File: config.mk
export PLATFORM = sky130hd
export DESIGN_NAME = cmpbr_unit
export DESIGN_NICKNAME = d
export VERILOG_FILES = /design/src/rtl/cmpbr_pkg.sv /design/src/rtl/cmpbr_compare.sv /design/src/rtl/cmpbr_move.sv /design/src/rtl/cmpbr_pc.sv /design/src/rtl/cmpbr_unit.sv
export SDC_FILE = /design/constraint.sdc
export NUM_CORES = 1
export LEC_CHECK = 0
export ABC_CLOCK_PERIOD_IN_PS = 800
export BUFFER_PORTS_ARGS = -buffer_cell sky130_fd_sc_hd__buf_2
export CAP_MARGIN = 20
export CORE_MARGIN = 2
export CORE_UTILIZATION = 42
export DETAILED_ROUTE_END_ITERATION = 8
export PLACE_DENSITY_LB_ADDON = 0.25
export SLEW_MARGIN = 20
export SYNTH_ARGS = -nofsm -noshare
export SYNTH_HDL_FRONTEND = slang
export SYNTH_SLANG_ARGS = --single-unit
File: constraint.sdc
create_clock -name clk_i -period 0.8 [get_ports clk_i]
set_input_delay 0 -clock clk_i [delete_from_list [all_inputs] [get_ports clk_i]]
set_output_delay 0 -clock clk_i [all_outputs]
set_load 0.02 [all_outputs]
File: src/rtl/cmpbr_pkg.sv
`timescale 1ns/1ps
package cmpbr_pkg;
  typedef enum logic [3:0] {
    OP_CMPE  = 4'd0,
    OP_CMPA  = 4'd1,
    OP_CMPAE = 4'd2,
    OP_CMPG  = 4'd3,
    OP_CMPGE = 4'd4,
    OP_MOV   = 4'd5,
    OP_CMOV  = 4'd6,
    OP_JMP   = 4'd7,
    OP_CJMP  = 4'd8,
    OP_CNJMP = 4'd9
  } cmpbr_op_e;
endpackage

File: src/rtl/cmpbr_compare.sv
`timescale 1ns/1ps
module cmpbr_compare
  import cmpbr_pkg::*;
#(
  parameter int unsigned WORD_W = 16
) (
  input  logic [WORD_W-1:0] lhs_i,
  input  logic [WORD_W-1:0] rhs_i,
  input  logic [3:0]        op_i,
  output logic              is_cmp_o,
  output logic              flag_o
);
  localparam int unsigned MSB = WORD_W - 1;

  // index 0: unsigned order, index 1: signed order via sign-bit inversion
  logic [1:0] gt, ge;

  for (genvar g = 0; g < 2; g++) begin : g_order
    logic [WORD_W-1:0] l_x, r_x;
    if (g == 0) begin : g_uns
      assign l_x = lhs_i;
      assign r_x = rhs_i;
    end else begin : g_sgn
      assign l_x = {~lhs_i[MSB], lhs_i[MSB-1:0]};
      assign r_x = {~rhs_i[MSB], rhs_i[MSB-1:0]};
    end
    assign gt[g] = (l_x > r_x);
    assign ge[g] = (l_x >= r_x);
  end

  always_comb begin
    is_cmp_o = 1'b1;
    flag_o   = 1'b0;
    unique case (op_i)
      OP_CMPE:  flag_o = ge[0] & ~gt[0];
      OP_CMPA:  flag_o = gt[0];
      OP_CMPAE: flag_o = ge[0];
      OP_CMPG:  flag_o = gt[1];
      OP_CMPGE: flag_o = ge[1];
      default:  is_cmp_o = 1'b0;
    endcase
  end
endmodule

File: src/rtl/cmpbr_move.sv
`timescale 1ns/1ps
module cmpbr_move
  import cmpbr_pkg::*;
#(
  parameter int unsigned WORD_W = 16
) (
  input  logic [3:0]        op_i,
  input  logic              flag_i,
  input  logic [WORD_W-1:0] opd_i,
  output logic              we_o,
  output logic [WORD_W-1:0] wdata_o
);
  always_comb begin
    unique case (op_i)
      OP_MOV:  we_o = 1'b1;
      OP_CMOV: we_o = flag_i;  // clear flag: no write, destination holds
      default: we_o = 1'b0;
    endcase
  end

  assign wdata_o = opd_i;
endmodule

File: src/rtl/cmpbr_pc.sv
`timescale 1ns/1ps
module cmpbr_pc
  import cmpbr_pkg::*;
#(
  parameter int unsigned PC_W = 14
) (
  input  logic [3:0]      op_i,
  input  logic            flag_i,
  input  logic [PC_W-1:0] pc_i,
  input  logic [PC_W-1:0] target_i,
  output logic [PC_W-1:0] pc_o
);
  logic            take;
  logic [PC_W-1:0] pc_inc;

  assign pc_inc = pc_i + PC_W'(1);

  always_comb begin
    unique case (op_i)
      OP_JMP:   take = 1'b1;
      OP_CJMP:  take = flag_i;
      OP_CNJMP: take = ~flag_i;
      default:  take = 1'b0;
    endcase
  end

  assign pc_o = take ? target_i : pc_inc;
endmodule

File: src/rtl/cmpbr_unit.sv
`timescale 1ns/1ps
module cmpbr_unit
  import cmpbr_pkg::*;
#(
  parameter int unsigned WORD_W = 16,
  parameter int unsigned SUB_W  = 2,
  parameter int unsigned PC_W   = 14
) (
  input  logic              clk_i,
  input  logic              rst_ni,
  input  logic [3:0]        op_i,
  input  logic [WORD_W-1:0] dst_i,
  input  logic [WORD_W-1:0] opd_i,
  input  logic              flag_i,
  input  logic [PC_W-1:0]   pc_i,
  output logic              flag_o,
  output logic              reg_we_o,
  output logic [WORD_W-1:0] reg_wdata_o,
  output logic [PC_W-1:0]   pc_o
);
  localparam int unsigned TGT_W = WORD_W - SUB_W;

  logic              is_cmp, cmp_flag, we_d, flag_d;
  logic [WORD_W-1:0] wdata_d;
  logic [PC_W-1:0]   target, pc_d;

  // drop sub-word address bits, fit to PC width
  if (PC_W >= TGT_W) begin : g_tgt_ext
    assign target = PC_W'(opd_i[WORD_W-1:SUB_W]);
  end else begin : g_tgt_cut
    assign target = opd_i[SUB_W+PC_W-1:SUB_W];
  end

  cmpbr_compare #(.WORD_W(WORD_W)) u_cmp (
    .lhs_i    (dst_i),
    .rhs_i    (opd_i),
    .op_i     (op_i),
    .is_cmp_o (is_cmp),
    .flag_o   (cmp_flag)
  );

  cmpbr_move #(.WORD_W(WORD_W)) u_mov (
    .op_i    (op_i),
    .flag_i  (flag_i),
    .opd_i   (opd_i),
    .we_o    (we_d),
    .wdata_o (wdata_d)
  );

  cmpbr_pc #(.PC_W(PC_W)) u_pc (
    .op_i     (op_i),
    .flag_i   (flag_i),
    .pc_i     (pc_i),
    .target_i (target),
    .pc_o     (pc_d)
  );

  assign flag_d = is_cmp ? cmp_flag : flag_i;

  always_ff @(posedge clk_i or negedge rst_ni) begin
    if (!rst_ni) begin
      flag_o      <= 1'b0;
      reg_we_o    <= 1'b0;
      reg_wdata_o <= '0;
      pc_o        <= '0;
    end else begin
      flag_o      <= flag_d;
      reg_we_o    <= we_d;
      reg_wdata_o <= wdata_d;
      pc_o        <= pc_d;
    end
  end
endmodule

==> results.py, run 1 <==
metrics = {
    "clock_tree": {
        "cts_buffers": 5,
        "cts-root-buf": "clkbuf_8",
        "clock_path_buffers": 2,
        "cts_tree": "yes",
        "h-tree-depth": 2,
        "numClockSinks": 32,
        "clk_pin_slew_worst_paths_ns": 0.07,
    },
    "sta": {
        "hold-worst-slack_ns": 0.0662,
        "rsz0062_at_grt": "yes",
        "slew_headroom_pct": 73.5,
        "fin_ws_ns": -0.549,
        "period_share_pct": 169,
        "worstMarginPinSlew_ns": 0.397,
        "fmax_ghz": 0.741,
        "period_minus_slack_ns": 1.35,
        "finalMaxSlewViolations": 0,
        "finalSetupViolCount": 27,
        "hold_violations": 0,
    },
    "drt": {
        "ant_nets": 0,
        "via_count": 2118,
        "drc_errors": 0,
        "first_iter_violations": 163,
        "wirelength_mm": 8.10,
        "first_pass_iters": 5,
        "wl_per_cell_um": 21.3,
        "vias_per_cell": 5.56,
    },
    "global_route": {
        "track_usage_pct": 27.4,
        "grt_pass1_vias": 2165,
        "grt_pass1_wl_mm": 10.4,
        "grt_overflow": 0,
        "grt_max_degree": 33,
        "antenna_found_initial": 0,
    },
    "logic_synthesis": {
        "syn_inst": 175,
        "avgSynthCellArea_um2": 10.3,
        "synth_top_area_cell": "dfrtp_1",
        "syn-num-nets": 246,
        "synth_warnings": 0,
        "yosysTopAreaCellShare_pct": 44.4,
        "async_flop_share_pct": 100,
        "synth_edf_count": 0,
        "ys_types": 38,
        "dominantRegCellSynth": "dfrtp_1",
        "synth-seq-cells": 32,
        "yosysSeqAreaShare_pct": 44.4,
        "synth_area_leaders": "dfrtp_1, ha_1, inv_1, xnor2_1, a21oi_1",
        "synth_area_um2": 1800,
    },
    "layout": {
        "nets": 402,
        "syn2layout_area_growth_pct": 104,
        "drive_above_1_share_pct": 65.6,
        "finalNonFillerCells": 381,
        "antenna_cells": 0,
    },
    "pwr": {
        "p_per_area_nw_per_um2": 1300,
        "ir_drop_mv": 0.727,
        "power_leakage_nw": 1.73,
    },
    "worst_setup_path": {
        "critical_path_class": "input port to flip-flop",
        "cp-start-kind": "input port",
        "cp_max_fo": 5,
        "end_kind": "flip-flop",
        "crit_required_ns": 0.96,
        "cp.arrival_ns": 1.50,
    },
    "worst_hold_path": {
        "worstHoldPathType": "input port to flip-flop",
    },
    "status": {
        "outcome": "finished with violations",
        "violations": "negative setup slack",
    },
    "die": {
        "die_w_um": 69.5,
        "pin_count": 85,
        "die_area_um2": 4840,
        "die_h_um": 69.5,
        "coreArea_um2": 4060,
        "start_util_pct": 44.5,
        "rows": 23,
    },
    "placed_design": {
        "pre_cts_ws_ns": -0.765,
        "dpl.hpwl_mm": 3.82,
        "placed_cells": 350,
        "place_congestion": 0.915,
        "port_buffers": 84,
    },
    "run": {
        "cap_violations": 0,
    },
}
metrics by stage:
stage               cell area [µm²]  TNS, ns  util (%)  power [mW]
floorplan                      2030    -2.71         -        2.42
CTS                            3460   -0.673      85.4        4.49
global placement               2830    -5.82      69.8        3.01
detailed placement             2830    -6.25      69.8        3.04
finish                         3670    -1.72      90.5        4.77
global route                   3670    -2.64      90.5        4.94
what timing repair did:
| action | in CTS | in global routing |
|---|---|---|
| hold endpoints to repair | 48 | 0 |
| pin swaps | 20 | 13 |
| gates cloned | 2 | 0 |
| resized for setup | 77 | 55 |
| buffers inserted | 4 | 1 |
| endpoints found under the setup margin | 24 | 35 |
| hold buffers | 17 | 0 |
per-layer routing:
metal / wire (µm) / up-vias / track usage (%)
met4: 423 / 0 / 10.2
met5: 0 / - / 0
met3: 472 / 41 / 4.07
li1: - / 917 / -
met2: 4230 / 130 / 50.1
met1: 2980 / 1030 / 32.2
cell families after synthesis:
family                   count (synthesis)  synth area share, %
XOR/XNOR                                12                 5.83
adder cells (fa/ha/maj)                 18                 12.5
flip-flops                              32                 44.4
multiplexers                             1                0.624
buffers and inverters                   23                 5.62
AND/OR/NAND/NOR                         51                 16.4
AO/OA/AOI/OAI                           38                 14.7
report_power, final:
group / switching [mW] / internal [mW] / leakage (nW) / total (mW)
combinational: 0.865 / 0.913 / 1.32 / 1.78
sequential: 0.0619 / 1.74 / 0.375 / 1.80
clock: 0.605 / 0.592 / 0.0410 / 1.20
final timing paths:
check,start,endpoint,slack (ns),depth (start not counted)
max in group asynchronous,rst_ni,reg_wdata_o[11]$_DFF_PN0_,0.39,3
max,opd_i[1],flag_o$_DFF_PN0_,-0.55,8
min,opd_i[3],pc_o[1]$_DFF_PN0_,0.07,3
min in group asynchronous,rst_ni,reg_wdata_o[6]$_DFF_PN0_,0.22,3
state kept, by name, indices dropped and copies added (netlist names):
| name | count |
|---|---|
| reg_wdata_o | 16 |
| pc_o | 14 |
| flag_o | 1 |
| reg_we_o | 1 |
placed cells by master (no fill, tap or decap), types with 9 or more instances in the layout:
| master | count |
|---|---|
| dfrtp_1 | 32 |
| ha_4 | 16 |
| buf_6 | 32 |
| buf_4 | 46 |
| dlygate4sd3_1 | 17 |
| buf_2 | 46 |
| inv_2 | 9 |
area by class of cell:
cell class              count  area (µm²)
clock buffers               6        72.6
clock inverters             1        5.00
fillers                   140         385
inverters                  21         101
multi-input cells         120        1350
flip-flops and latches     32         801
well taps                  50        62.6
repair buffers            151        1280
critical path, stage by stage:
cell	delay [ns]
buf_8	0.08
inv_4	0.03
ha_4	0.25
nand4_1	0.21
nor4_4	0.47
a22o_1	0.20
a21o_1	0.16
o211ai_2	0.09
cells in the mapped netlist (2+ instances only):
master	count
nand2_1	13
o21ai_0	7
buf_6	2
inv_1	21
and3_1	3
ha_1	18
nand3_1	4
nand4_2	2
o21ai_1	3
a21o_1	6
dfrtp_1	32
nor2_1	13
xnor2_1	8
xor2_1	4
a21oi_1	11
nand4_1	6
Note: power is estimated with default switching activity, not from simulation.
==> run 2, diff against run 1 <==
--- a/config.mk
+++ b/config.mk
@@ -5,6 +5,7 @@
 export SDC_FILE = /design/constraint.sdc
 export NUM_CORES = 1
 export LEC_CHECK = 0
+export ABC_AREA = 1
 export ABC_CLOCK_PERIOD_IN_PS = 800
 export BUFFER_PORTS_ARGS = -buffer_cell sky130_fd_sc_hd__buf_2
 export CAP_MARGIN = 20
==> results.py, run 2 <==
metrics = {
    "global_route": {
        "antenna_found_initial": 0,
        "track_usage_pct": 22.2,
        "grt_overflow": 0,
        "grt_pass1_wl_mm": 8.61,
        "grt_max_degree": 33,
        "grt_pass1_vias": 2004,
    },
    "die": {
        "die_w_um": 70.5,
        "die_h_um": 70.5,
        "pin_count": 85,
        "rows": 24,
        "die_area_um2": 4970,
        "start_util_pct": 43.2,
        "coreArea_um2": 4290,
    },
    "drt": {
        "first_iter_violations": 106,
        "ant_nets": 0,
        "drc_errors": 0,
        "via_count": 2167,
        "vias_per_cell": 5.09,
        "wl_per_cell_um": 16.9,
        "first_pass_iters": 4,
        "wirelength_mm": 7.20,
    },
    "logic_synthesis": {
        "ys_types": 25,
        "yosys-top-cells-count": "nand2_1, inv_1, dfrtp_1",
        "syn_inst": 221,
        "yosysTopAreaCellShare_pct": 43.1,
        "synth.most_common_cell": "nand2_1",
        "synth_area_leaders": "dfrtp_1, ha_1, nand2_1, inv_1, o21ai_2",
        "synth_warnings": 0,
        "async_flop_share_pct": 100,
        "syn-num-nets": 292,
        "synth-seq-cells": 32,
        "synth_area_um2": 1860,
        "dominantRegCellSynth": "dfrtp_1",
        "synth_top_area_cell": "dfrtp_1",
        "synth_edf_count": 0,
        "avgSynthCellArea_um2": 8.40,
        "yosysSeqAreaShare_pct": 43.1,
    },
    "worst_setup_path": {
        "critical_path_class": "input port to flip-flop",
        "crit_required_ns": 0.96,
        "cp_max_fo": 2,
        "cp.arrival_ns": 1.13,
        "end_kind": "flip-flop",
        "cp-start-kind": "input port",
    },
    "sta": {
        "worstMarginPinSlew_ns": 0.297,
        "finalSetupViolCount": 16,
        "finalMaxSlewViolations": 0,
        "hold-worst-slack_ns": -0.0157,
        "fin_ws_ns": -0.167,
        "slew_headroom_pct": 80.1,
        "fmax_ghz": 1.03,
        "rsz0062_at_grt": "yes",
        "hold_violations": 1,
        "period_minus_slack_ns": 0.967,
        "period_share_pct": 121,
    },
    "status": {
        "outcome": "finished with violations",
        "violations": "negative hold slack, negative setup slack",
    },
    "clock_tree": {
        "cts_buffers": 5,
        "clock_path_buffers": 2,
        "clk_pin_slew_worst_paths_ns": 0.07,
        "h-tree-depth": 2,
        "numClockSinks": 32,
        "cts_tree": "yes",
        "cts-root-buf": "clkbuf_8",
    },
    "worst_hold_path": {
        "worstHoldPathType": "input port to flip-flop",
        "hold_depth": 4,
    },
    "placed_design": {
        "dpl.hpwl_mm": 3.92,
        "place_congestion": 0.787,
        "placed_cells": 397,
        "place_area_um2": 2910,
        "port_buffers": 84,
    },
    "layout": {
        "drive_above_1_share_pct": 59.1,
        "layout_commonest_cell": "buf_4",
        "reg_top3": "reg_wdata_o: 16 flops, pc_o: 14 flops",
        "fillers": 203,
        "antenna_cells": 0,
        "syn2layout_area_growth_pct": 98.6,
        "nets": 444,
        "layout_common_cells": "buf_4, buf_2, nand2_1, buf_6, dfrtp_1",
        "largest_reg_flops": 16,
        "multi_input_area_um2": 1320,
        "largest_register": "reg_wdata_o",
        "final_area_um2": 3690,
        "finalNonFillerCells": 426,
        "fin_util_pct": 85.9,
        "ff_latch_area_um2": 801,
    },
    "pwr": {
        "ir_drop_mv": 0.633,
        "power_leakage_nw": 1.86,
        "p_per_area_nw_per_um2": 1330,
    },
    "run": {
        "cap_violations": 0,
    },
}
## run 2: logic make-up (layout without fill, tap and decap cells)
logic type | after synthesis | in the layout | share of synthesized area, %
AO/OA/AOI/OAI | 28 | 28 | 10.2
adder cells (fa/ha/maj) | 18 | 18 | 12.1
AND/OR/NAND/NOR | 91 | 91 | 20.9
buffers and inverters | 43 | 196 | 9.43
XOR/XNOR | 9 | 9 | 4.25
flip-flops | 32 | 32 | 43.1
## run 2: per-layer routing
layer | GRT usage [%] | wire [µm] | vias to the layer above
li1 | - | - | 1001
met1 | 25.8 | 2670 | 1045
met2 | 40.4 | 3900 | 101
met3 | 3.61 | 424 | 20
met4 | 8.76 | 206 | 0
met5 | 0 | 0 | -
## run 2: final cells by class
type                       instances  area share [%]
multi-input combinational        146            35.9
timing repair buffer             147            33.0
sequential                        32            21.7
inverter                          41            5.19
clock buffer                       8            2.44
tap                               52            1.76
## run 2: per-stage QoR
stage / setup TNS [ns] / power (mW) / worst slack [ns]
global route: -1.04 / 5.09 / -0.220
floorplan: -0.638 / 2.46 / -0.161
detailed placement: -3.66 / 3.05 / -0.451
finish: -0.410 / 4.90 / -0.167
global placement: -3.18 / 3.01 / -0.424
CTS: -0.0881 / 4.50 / -0.0489
## run 2: power by group
part	switching [mW]	internal [mW]	leakage, nW
registers	0.0633	1.74	0.377
clock network	0.609	0.702	0.0455
logic	0.898	0.890	1.44
## run 2: what timing repair did
action | CTS | global route
hold endpoints to repair | 50 | 0
setup endpoints to repair | 12 | 37
hold buffers | 18 | 0
gates resized for setup | 38 | 97
buffers inserted | 0 | 3
pin swaps | 14 | 33
## run 2: worst paths after layout
| kind | from | end | slack [ns] |
|---|---|---|---|
| max | opd_i[7] | flag_o$_DFF_PN0_ | -0.17 |
| min | op_i[3] | reg_we_o$_DFF_PN0_ | -0.02 |
| max in group asynchronous | rst_ni | pc_o[2]$_DFF_PN0_ | 0.40 |
| min in group asynchronous | rst_ni | reg_wdata_o[4]$_DFF_PN0_ | 0.22 |
## run 2: worst max-delay path, cell delays in order
cell and delay [ns]:
buf_4 0.12, inv_4 0.05, ha_4 0.20, a21o_1 0.16, nor2_1 0.16, nand2_1 0.09, nand2_2 0.10, nand2_1 0.08
nand2_1 0.09, nand4_1 0.09
==> run 3, diff against run 2 <==
--- a/config.mk
+++ b/config.mk
@@ -10,7 +10,8 @@
 export BUFFER_PORTS_ARGS = -buffer_cell sky130_fd_sc_hd__buf_2
 export CAP_MARGIN = 20
 export CORE_MARGIN = 2
-export CORE_UTILIZATION = 42
+export CORE_UTILIZATION = 44
+export CTS_BUF_LIST = sky130_fd_sc_hd__clkbuf_4 sky130_fd_sc_hd__clkbuf_8
 export DETAILED_ROUTE_END_ITERATION = 8
 export PLACE_DENSITY_LB_ADDON = 0.25
 export SLEW_MARGIN = 20
==> results.py, run 3 (same netlist as run 2, synthesis figures left out) <==
metrics = {
    "status": {
        "outcome": "finished with violations",
        "violations": "negative hold slack, negative setup slack",
    },
    "sta": {
        "rsz0062_at_grt": "yes",
        "slew_headroom_pct": 77.7,
        "tns_ns": -0.715,
        "fin_ws_ns": -0.296,
        "fmax_ghz": 0.913,
        "period_share_pct": 137,
        "hold_violations": 1,
        "worstMarginPinSlew_ns": 0.332,
        "finalSetupViolCount": 27,
        "period_minus_slack_ns": 1.10,
        "finalMaxSlewViolations": 0,
        "hold-worst-slack_ns": -0.00449,
    },
    "die": {
        "coreArea_um2": 4030,
        "die_w_um": 69.0,
        "start_util_pct": 46.1,
        "die_area_um2": 4760,
        "die_h_um": 69.0,
        "pin_count": 85,
        "rows": 23,
    },
    "global_route": {
        "grt_overflow": 0,
        "grt_pass1_vias": 2251,
        "track_usage_pct": 29.2,
        "antenna_found_initial": 0,
        "grt_max_degree": 33,
        "grt_pass1_wl_mm": 9.95,
    },
    "drt": {
        "wirelength_mm": 8.36,
        "first_iter_violations": 220,
        "via_count": 2313,
        "first_pass_iters": 4,
        "wl_per_cell_um": 19.6,
        "vias_per_cell": 5.42,
        "drc_errors": 0,
        "ant_nets": 0,
    },
    "worst_hold_path": {
        "worstHoldPathType": "input port to flip-flop",
    },
    "pwr": {
        "power_leakage_nw": 1.85,
        "fin_total_pwr_mw": 4.92,
        "p_per_area_nw_per_um2": 1320,
        "ir_drop_mv": 0.794,
    },
    "clock_tree": {
        "h-tree-depth": 2,
        "cts-root-buf": "clkbuf_8",
        "clock_path_buffers": 2,
        "cts_tree": "yes",
        "numClockSinks": 32,
        "clk_pin_slew_worst_paths_ns": 0.07,
        "cts_buffers": 5,
    },
    "run": {
        "cap_violations": 0,
    },
    "placed_design": {
        "port_buffers": 84,
        "place_congestion": 0.858,
        "dpl.hpwl_mm": 4.10,
    },
    "worst_setup_path": {
        "critical_path_class": "input port to flip-flop",
        "endpoint": "flag_o$_DFF_PN0_",
        "crit_required_ns": 0.97,
        "cp_max_fo": 3,
        "crit_path_start": "opd_i[11]",
        "cp.arrival_ns": 1.27,
        "cp-start-kind": "input port",
        "end_kind": "flip-flop",
    },
    "layout": {
        "largest_reg_flops": 16,
        "fin_util_pct": 92.5,
        "nets": 448,
        "drive_above_1_share_pct": 62.3,
        "reg_top3": "reg_wdata_o: 16 flops, pc_o: 14 flops",
        "fillers": 131,
        "syn2layout_area_growth_pct": 101,
        "layout_commonest_cell": "buf_4",
        "antenna_cells": 0,
        "layout_common_cells": "buf_4, buf_6, buf_2",
        "largest_register": "reg_wdata_o",
    },
}
-- run 3: how the worst min path moves through the flow --
| stage | from | end | slack (ns) | cells after the start |
|---|---|---|---|---|
| after floorplan | rst_ni | flag_o$_DFF_PN0_ | -0.30 | 0 |
| after global placement | rst_ni | reg_wdata_o[1]$_DFF_PN0_ | -0.04 | 2 |
| after detailed placement | rst_ni | reg_wdata_o[0]$_DFF_PN0_ | -0.03 | 2 |
| after CTS | op_i[3] | reg_we_o$_DFF_PN0_ | -0.01 | 4 |
| after global routing | op_i[3] | reg_we_o$_DFF_PN0_ | 0.03 | 4 |
| final | op_i[3] | reg_we_o$_DFF_PN0_ | -0.004 | 4 |
-- run 3: where the power goes --
part | internal (mW) | switching (mW) | total [mW]
Clock | 0.625 | 0.641 | 1.27
Combinational | 0.898 | 0.946 | 1.84
Sequential | 1.74 | 0.0682 | 1.81
Total | 3.26 | 1.66 | 4.92
-- run 3: what timing repair did --
item	CTS	global route
endpoints found under the hold margin	49	0
hold buffers	17	0
gates resized for setup	74	69
endpoints found under the setup margin	28	45
pin swaps	17	36
buffers inserted	1	4
-- run 3: routing by layer --
| metal | global-route usage [%] | wire [µm] |
|---|---|---|
| met1 | 28.5 | 2960 |
| met2 | 53.6 | 4230 |
| met3 | 7.31 | 610 |
| met4 | 20.1 | 559 |
| met5 | 0 | 0 |
-- run 3: cell type report --
type / count / area (µm²) / share of cell area [%]
clock inverter: 1 / 5.00 / 0.134
multi-input combinational: 146 / 1330 / 35.7
tap: 50 / 62.6 / 1.68
inverter: 41 / 189 / 5.07
clock buffer: 6 / 76.3 / 2.05
timing repair buffer: 151 / 1260 / 33.9
sequential: 32 / 801 / 21.5
-- run 3: through the flow --
step | worst slack [ns] | instances | cell area (µm²)
2_1_floorplan | -0.161 | 221 | 2120
3_3_place_gp | -0.431 | 398 | 2930
3_5_place_dp | -0.537 | 398 | 2930
4_1_cts | -0.0536 | 423 | 3430
5_1_grt | -0.314 | 427 | 3730
6_report | -0.296 | 427 | 3730
-- run 3: worst max-delay path, stage by stage --
cell and delay (ns):
buf_2 0.12, inv_2 0.09, ha_4 0.23, a21oi_1 0.23, a21oi_2 0.11, nor2_1 0.22, nand2_1 0.09, nand2_1 0.09
nand4_1 0.09
